### src/rtl/refill_pkg.sv
package refill_pkg;
   typedef enum logic [1:0] {
      ST_IDLE   = 2'd0,
      ST_ISSUE  = 2'd1,
      ST_WAIT   = 2'd2,
      ST_COMMIT = 2'd3
   } fill_state_e;
endpackage

### src/rtl/lru_pairwise_store.sv
module lru_pairwise_store #(
   parameter int WAYS = 4,
   parameter int SETS = 64,
   localparam int WAY_W = $clog2(WAYS),
   localparam int SET_W = $clog2(SETS),
   localparam int PAIRS = WAYS * (WAYS - 1) / 2
) (
   input  logic             clk,
   input  logic             rst_n,
   input  logic [SET_W-1:0] rd_set,
   output logic [WAY_W-1:0] victim,
   input  logic             hit_en,
   input  logic [SET_W-1:0] hit_set,
   input  logic [WAY_W-1:0] hit_way,
   input  logic             fill_en,
   input  logic [SET_W-1:0] fill_set,
   input  logic [WAY_W-1:0] fill_way
);
   // bit pidx(i,j), i<j: 1 means way i is newer than way j
   logic [PAIRS-1:0] order_q [SETS];
   logic [PAIRS-1:0] order_d [SETS];
   logic [PAIRS-1:0] cur;
   logic [WAYS-1:0]  victim_oh;

   if (WAYS < 2 || (1 << WAY_W) != WAYS) begin : g_bad_ways
      $error("WAYS must be a power of two and at least 2");
   end
   if (SETS < 1 || (1 << SET_W) != SETS) begin : g_bad_sets
      $error("SETS must be a power of two");
   end

   function automatic int pidx(input int i, input int j);
      return i * WAYS - (i * (i + 1)) / 2 + (j - i - 1);
   endfunction

   function automatic logic [PAIRS-1:0] touch(input logic [PAIRS-1:0] v,
                                              input logic [WAY_W-1:0] w);
      logic [PAIRS-1:0] r;
      r = v;
      for (int i = 0; i < WAYS; i++) begin
         for (int j = i + 1; j < WAYS; j++) begin
            if (WAY_W'(i) == w)      r[pidx(i, j)] = 1'b1;
            else if (WAY_W'(j) == w) r[pidx(i, j)] = 1'b0;
         end
      end
      return r;
   endfunction

   assign cur = order_q[rd_set];

   always_comb begin
      victim_oh = '1;
      victim    = '0;
      for (int w = 0; w < WAYS; w++) begin
         for (int j = 0; j < WAYS; j++) begin
            if (j < w && !cur[pidx(j, w)]) victim_oh[w] = 1'b0;
            if (j > w &&  cur[pidx(w, j)]) victim_oh[w] = 1'b0;
         end
      end
      for (int w = 0; w < WAYS; w++) begin
         if (victim_oh[w]) victim = WAY_W'(w);
      end
   end

   // hit applied first, fill commit last
   always_comb begin
      for (int s = 0; s < SETS; s++) begin
         order_d[s] = order_q[s];
         if (hit_en && hit_set == SET_W'(s))   order_d[s] = touch(order_d[s], hit_way);
         if (fill_en && fill_set == SET_W'(s)) order_d[s] = touch(order_d[s], fill_way);
      end
   end

   always_ff @(posedge clk) begin
      for (int s = 0; s < SETS; s++) begin
         if (!rst_n) order_q[s] <= '0;
         else        order_q[s] <= order_d[s];
      end
   end

   // the stored recency order always names exactly one oldest way
   p_single_victim_r1: assert property (@(posedge clk) disable iff (!rst_n)
      $countones(victim_oh) == 1);
endmodule

### src/rtl/wrap_beat_seq.sv
module wrap_beat_seq #(
   parameter int BEATS = 4,
   localparam int BEAT_W = $clog2(BEATS),
   localparam int CNT_W = BEAT_W + 1
) (
   input  logic              clk,
   input  logic              rst_n,
   input  logic              load,
   input  logic [BEAT_W-1:0] start_beat,
   input  logic              advance,
   output logic [BEAT_W-1:0] beat,
   output logic              first,
   output logic              last
);
   logic [BEAT_W-1:0] crit_q;
   logic [CNT_W-1:0]  cnt_q;

   if (BEATS < 2 || (1 << BEAT_W) != BEATS) begin : g_bad_beats
      $error("BEATS must be a power of two and at least 2");
   end

   // truncating add gives the wraparound
   assign beat  = crit_q + cnt_q[BEAT_W-1:0];
   assign first = (cnt_q == '0);
   assign last  = (cnt_q == CNT_W'(BEATS - 1));

   always_ff @(posedge clk) begin
      if (!rst_n) begin
         crit_q <= '0;
         cnt_q  <= '0;
      end else if (load) begin
         crit_q <= start_beat;
         cnt_q  <= '0;
      end else if (advance) begin
         cnt_q  <= last ? '0 : cnt_q + 1'b1;
      end
   end

   // after a non-final beat the index steps by one modulo the line
   p_wrap_step_r3: assert property (@(posedge clk) disable iff (!rst_n)
      (advance && !last && !load) |=> beat == BEAT_W'($past(beat) + 1'b1));
endmodule

### src/rtl/icache_refill_ctrl.sv
module icache_refill_ctrl
   import refill_pkg::*;
#(
   parameter int ADDR_W     = 32,
   parameter int LINE_BYTES = 32,
   parameter int BEAT_BYTES = 8,
   parameter int WAYS       = 4,
   parameter int SETS       = 64,
   localparam int BEATS  = LINE_BYTES / BEAT_BYTES,
   localparam int BEAT_W = $clog2(BEATS),
   localparam int OFF_W  = $clog2(BEAT_BYTES),
   localparam int LINE_W = $clog2(LINE_BYTES),
   localparam int SET_W  = $clog2(SETS),
   localparam int WAY_W  = $clog2(WAYS),
   localparam int TAG_W  = ADDR_W - LINE_W - SET_W,
   localparam int DATA_W = BEAT_BYTES * 8
) (
   input  logic              clk,
   input  logic              rst_n,
   input  logic              req_valid,
   input  logic [ADDR_W-1:0] req_addr,
   input  logic              req_prefetch,
   output logic              req_ready,
   output logic              req_stall,
   output logic              fwd_valid,
   output logic [DATA_W-1:0] fwd_data,
   input  logic              hit_valid,
   input  logic [SET_W-1:0]  hit_set,
   input  logic [WAY_W-1:0]  hit_way,
   output logic              mem_req_valid,
   input  logic              mem_req_ready,
   output logic [ADDR_W-1:0] mem_req_addr,
   input  logic              mem_rsp_valid,
   input  logic [DATA_W-1:0] mem_rsp_data,
   output logic              dwr_en,
   output logic [WAY_W-1:0]  dwr_way,
   output logic [SET_W-1:0]  dwr_set,
   output logic [BEAT_W-1:0] dwr_beat,
   output logic [DATA_W-1:0] dwr_data,
   output logic              tag_wr_en,
   output logic [WAY_W-1:0]  tag_wr_way,
   output logic [SET_W-1:0]  tag_wr_set,
   output logic [TAG_W-1:0]  tag_wr_tag
);
   if ((1 << OFF_W) != BEAT_BYTES) begin : g_bad_beat_bytes
      $error("BEAT_BYTES must be a power of two");
   end
   if ((1 << LINE_W) != LINE_BYTES || LINE_BYTES < 2 * BEAT_BYTES) begin : g_bad_line
      $error("LINE_BYTES must be a power of two holding at least two beats");
   end
   if (TAG_W < 1) begin : g_bad_tag
      $error("address too narrow for the chosen geometry");
   end

   fill_state_e       state_q;
   logic [SET_W-1:0]  set_q;
   logic [TAG_W-1:0]  tag_q;
   logic [WAY_W-1:0]  way_q;
   logic              pf_q;
   logic              stall_q;
   logic              accept;
   logic              rsp_take;
   logic [BEAT_W-1:0] beat;
   logic              beat_first;
   logic              beat_last;
   logic [WAY_W-1:0]  victim;
   logic [SET_W-1:0]  req_set;

   assign req_set  = req_addr[LINE_W +: SET_W];
   assign accept   = req_valid && (state_q == ST_IDLE);
   assign rsp_take = (state_q == ST_WAIT) && mem_rsp_valid;

   lru_pairwise_store #(.WAYS(WAYS), .SETS(SETS)) u_lru (
      .clk      (clk),
      .rst_n    (rst_n),
      .rd_set   (req_set),
      .victim   (victim),
      .hit_en   (hit_valid),
      .hit_set  (hit_set),
      .hit_way  (hit_way),
      .fill_en  (tag_wr_en),
      .fill_set (set_q),
      .fill_way (way_q)
   );

   wrap_beat_seq #(.BEATS(BEATS)) u_seq (
      .clk        (clk),
      .rst_n      (rst_n),
      .load       (accept),
      .start_beat (req_addr[OFF_W +: BEAT_W]),
      .advance    (rsp_take),
      .beat       (beat),
      .first      (beat_first),
      .last       (beat_last)
   );

   always_ff @(posedge clk) begin
      if (!rst_n) begin
         state_q <= ST_IDLE;
         set_q   <= '0;
         tag_q   <= '0;
         way_q   <= '0;
         pf_q    <= 1'b0;
         stall_q <= 1'b0;
      end else begin
         unique case (state_q)
            ST_IDLE: if (accept) begin
               state_q <= ST_ISSUE;
               set_q   <= req_set;
               tag_q   <= req_addr[ADDR_W-1 -: TAG_W];
               way_q   <= victim;
               pf_q    <= req_prefetch;
               stall_q <= !req_prefetch;
            end
            ST_ISSUE: if (mem_req_ready) state_q <= ST_WAIT;
            ST_WAIT: if (mem_rsp_valid) begin
               state_q <= beat_last ? ST_COMMIT : ST_ISSUE;
               if (beat_first) stall_q <= 1'b0;
            end
            ST_COMMIT: state_q <= ST_IDLE;
            default:   state_q <= ST_IDLE;
         endcase
      end
   end

   assign req_ready     = (state_q == ST_IDLE);
   assign req_stall     = stall_q;
   assign mem_req_valid = (state_q == ST_ISSUE);
   assign mem_req_addr  = {tag_q, set_q, beat, OFF_W'(0)};
   assign dwr_en        = rsp_take;
   assign dwr_way       = way_q;
   assign dwr_set       = set_q;
   assign dwr_beat      = beat;
   assign dwr_data      = mem_rsp_data;
   assign fwd_valid     = rsp_take && beat_first && !pf_q;
   assign fwd_data      = mem_rsp_data;
   assign tag_wr_en     = (state_q == ST_COMMIT);
   assign tag_wr_way    = way_q;
   assign tag_wr_set    = set_q;
   assign tag_wr_tag    = tag_q;

   // a commit always follows a data array write
   p_commit_after_beat_r7: assert property (@(posedge clk) disable iff (!rst_n)
      tag_wr_en |-> $past(dwr_en));
   // the critical beat is forwarded while the requester is still held
   p_fwd_while_stalled_r5: assert property (@(posedge clk) disable iff (!rst_n)
      fwd_valid |-> req_stall);
   // an accepted prefetch never stalls the requester
   p_prefetch_free_r6: assert property (@(posedge clk) disable iff (!rst_n)
      (accept && req_prefetch) |=> !req_stall);
   // only one fill at a time
   p_one_fill_r10: assert property (@(posedge clk) disable iff (!rst_n)
      accept |=> !req_ready);
   // no read request while a commit is being made
   p_no_read_in_commit_r2: assert property (@(posedge clk) disable iff (!rst_n)
      tag_wr_en |-> !mem_req_valid);
endmodule

### config.mk
export PLATFORM = sky130hd
export DESIGN_NAME = icache_refill_ctrl
export DESIGN_NICKNAME = d
export VERILOG_FILES = /design/src/rtl/refill_pkg.sv /design/src/rtl/lru_pairwise_store.sv /design/src/rtl/wrap_beat_seq.sv /design/src/rtl/icache_refill_ctrl.sv
export SDC_FILE = /design/constraint.sdc
export NUM_CORES = 1
export LEC_CHECK = 0
export BUFFER_PORTS_ARGS = -buffer_cell sky130_fd_sc_hd__buf_2
export CELL_PAD_IN_SITES_DETAIL_PLACEMENT = 0
export CELL_PAD_IN_SITES_GLOBAL_PLACEMENT = 2
export CORE_UTILIZATION = 32
export CTS_CLUSTER_SIZE = 12
export DETAILED_ROUTE_END_ITERATION = 10
export PLACE_DENSITY_LB_ADDON = 0.1
export SYNTH_ARGS = -nofsm -noshare
export SYNTH_HDL_FRONTEND = slang
export SYNTH_HIERARCHICAL = 1
export SYNTH_SLANG_ARGS = --single-unit
### constraint.sdc
create_clock -name clk -period 2.1 [get_ports clk]
set_input_delay 0.105 -clock clk [delete_from_list [all_inputs] [get_ports clk]]
set_output_delay 0.105 -clock clk [all_outputs]
set_load 0.01 [all_outputs]
==> flow_metrics.py <==
metrics = {
    "setup_path": {
        "critPathRequiredTime_ps": 2670,
        "cp_common_cell": "mux4_2",
        "critPathBufInv": 1,
        "reg2reg_from": "u_lru/order_q[19][5]",
        "critPathMaxFanout": 2,
        "critPathKind": "flop to flop",
        "crit_arrival_ps": 2920,
        "critPathCaptureType": "flop",
        "crit_path_cell_trace": "mux4_2 -> mux2_4 -> mux4_2 -> a22oi_2 -> buf_4 -> a31o_1 -> nand2_1 -> a21boi_1",
        "cp.depth": 8,
        "start_kind": "flop",
        "slowest_stage": "mux4_2",
        "reg2reg_setup_slack_ps": -250,
        "slowest_delay_ps": 500,
        "cp_top_family": "multiplexers",
        "reg2reg_depth": 8,
        "crit-reg2reg-capture": "dwr_way[1]",
    },
    "synthesis": {
        "synth.distinct_cells": 85,
        "syn_area_sq_um": 26900,
        "async_reset_ff_frac": 0,
        "syn_inst": 3458,
        "synth_top_cell_by_area": "dfxtp_1",
        "synth_common_cells": "481 x nand2_1, 468 x nor2_1, 422 x dfxtp_1, 255 x clkbuf_1, 235 x a21oi_1",
        "avgSynthCellArea_sq_um": 7.79,
        "yosys.cell_count.top_type": "nand2_1",
        "yosys_warnings": 6,
        "synth_ff_type": "dfxtp_1",
        "ys_seq_area_frac": 0.314,
        "synth_top_cell_area_share": 0.314,
        "synth_edf_count": 0,
        "synth_area_leaders": "dfxtp_1 31%, mux4_2 7.3%, nand2_1 6.7%",
        "ys_seq_elements": 422,
    },
    "power_and_ir_drop": {
        "power.density_nw_per_um2": 632,
        "vdd_ir_drop_max_v": 0.000524,
        "power_mw": 21.0,
        "leakagePower_nw": 12.4,
    },
    "detailed_routing": {
        "top_layer_used": "met5",
        "drc": 0,
        "avgViaCountPerCell": 6.08,
        "wl_met1_um": 58800,
        "wl_per_cell_um": 27.9,
        "drt_iter0_markers": 3094,
        "drt-total-wl_um": 134000,
        "dr_wl_met2_um": 59500,
        "drt-pass1-iter-count": 7,
        "postRouteAntennaNets": 0,
        "dr_wl_met3_um": 10400,
        "vias": 29200,
    },
    "placed_design": {
        "pre_cts_ws_ps": -715,
        "dpl_cell_area_sq_um": 31000,
        "dp.final_hpwl_um": 90700,
        "port_buffers": 117,
        "routabilityCongestion": 0.913,
    },
    "clock_network": {
        "root_buffer": "clkbuf_16",
        "tritoncts": "done",
        "clock_path_buffers": 3,
        "numCtsBuffers": 56,
        "worstSkewPairLatency_ps": 640,
        "clk_pin_slew_ps": 60,
        "htreeDepth": 2,
        "clock-sinks": 422,
    },
    "floorplanning": {
        "die_x_um": 292,
        "die-area_sq_um": 85400,
        "die_h_um": 292,
        "core_sq_um": 83400,
        "initial_core_util": 0.323,
        "num_rows": 106,
        "io-pin-count": 316,
    },
    "global_routing": {
        "gr-usage-all-layers": 0.304,
        "grt_max_degree": 145,
        "grt_overflow": 0,
        "grt_pass1_wl_um": 193000,
        "antenna_found_initial": 4,
        "first_global_vias": 27300,
    },
    "final_layout": {
        "fin_area_sq_um": 33200,
        "utilization": 0.398,
        "syn_to_final_growth_pct": 23.1,
        "nNetsFinal": 3790,
        "regArea_sq_um": 8460,
        "fillers": 8382,
        "multiInputGateArea_sq_um": 15900,
        "drive_gt1_frac": 0.241,
    },
    "timing": {
        "max_slew_margin": 0.431,
        "worstMarginPinSlew_ps": 854,
        "fmax_ghz": 0.426,
        "finalHoldViolCount": 0,
        "skew_ps": 21.0,
        "setup_viol": 2,
        "rsz0062_at_grt": "true",
        "tns_ps": -496,
        "fin_crit_sh": 1.12,
        "final-max-slew-violation-count": 0,
        "setup_ws_ps": -248,
        "post-route-min-period_ps": 2350,
    },
    "hold_path": {
        "holdPathStages": 4,
        "min_from": "req_addr[5]",
        "hold_path_class": "primary input to flop",
        "min_to": "dwr_set[0]",
    },
    "run_status": {
        "failed_checks": "setup timing",
        "status": "finished with violations",
    },
    "run": {
        "drv_cap": 0,
    },
}
worst min-delay path, stage by stage:
cell and delay, ps:
buf_6 230, buf_4 200, nand2_2 50, a21boi_2 40
state kept, by name, indices dropped and copies added, names as in the netlist:
| register | cells |
|---|---|
| dwr_set | 6 |
| dwr_way | 2 |
| pf_q | 1 |
| req_stall | 1 |
| state_q | 2 |
| tag_wr_tag | 21 |
| u_lru/order_q | 384 |
| u_seq/cnt_q | 3 |
| u_seq/crit_q | 2 |
how the worst max path moves through the flow:
stage / endpoint / slack [ps] / startpoint
global placement: dwr_way[0] / -660 / req_addr[5]
floorplan: dwr_way[1] / -80 / req_addr[5]
global route: dwr_way[1] / -320 / u_lru/order_q[19][5]
CTS: dwr_way[1] / -280 / u_lru/order_q[19][5]
finish: dwr_way[1] / -250 / u_lru/order_q[19][5]
detailed placement: dwr_way[1] / -710 / req_addr[5]
metrics by stage:
step | instances | hold slack [ps]
floorplan | 3460 | 232
global placement | 4664 | 210
detailed placement | 4664 | 210
CTS | 4796 | 18.1
global route | 4797 | 45.1
finish | 4798 | 45.4
where the power goes:
group	internal, mW	leakage, nW	total (mW)	switching [mW]
registers	8.16	3.42	8.35	0.186
logic	1.09	8.12	2.87	1.78
clock network	5.69	0.892	9.74	4.05
total	14.9	12.4	21.0	6.01
cells by family (layout without fill, tap and decap cells):
family / count (synthesis) / count (layout) / synth area share
compound gates: 1012 / 1012 / 0.252
xor+xnor: 2 / 2 / 0.000650
fa+ha+maj: 3 / 3 / 0.00139
buf+inv: 516 / 773 / 0.100
flops: 422 / 422 / 0.314
mux: 180 / 180 / 0.112
other cells: 1 / 4 / 0.000139
simple gates: 1322 / 1322 / 0.220
cell usage in the layout, fill, tap and decap left out, drive strengths merged, types with 21 or more instances in the layout:
master and n:
buf 615, nand2 490, nor2 468, dfxtp 422, a21oi 235, o21ai 190
nand3 112, mux4 94, a211oi 93, clkbuf 90, a221oi 83, o21a 72
mux2i 65, and3 59, nor3 51, o22ai 50, a21boi 44, a31oi 40
a311oi 38, o221ai 36, dlygate4sd3 33, o31ai 33, inv 26, nor2b 24
a22oi 21, mux2 21
final cells by class:
class / instances / share of cell area
multi-input cells: 2522 / 0.481
flip-flops and latches: 422 / 0.255
clock inverters: 9 / 0.00241
repair buffers: 648 / 0.165
diodes: 1 / 0.0000755
well taps: 1080 / 0.0407
clock buffers: 90 / 0.0522
inverters: 26 / 0.00336
per-layer routing:
| layer | vias to the layer above | track usage |
|---|---|---|
| li1 | 12900 | - |
| met1 | 14500 | 0.423 |
| met2 | 1517 | 0.473 |
| met3 | 270 | 0.0425 |
| met4 | 2 | 0.113 |
| met5 | - | 0 |
timing repair:
item | in CTS | in global routing
resized for setup | 12 | 16
hold endpoints to repair | 52 | 0
pin swaps | 1 | 3
hold buffers | 33 | 0
gates cloned | 0 | 0
buffers inserted | 0 | 1
endpoints found under the setup margin | 43 | 46
Power figures use the tool's default switching activity.
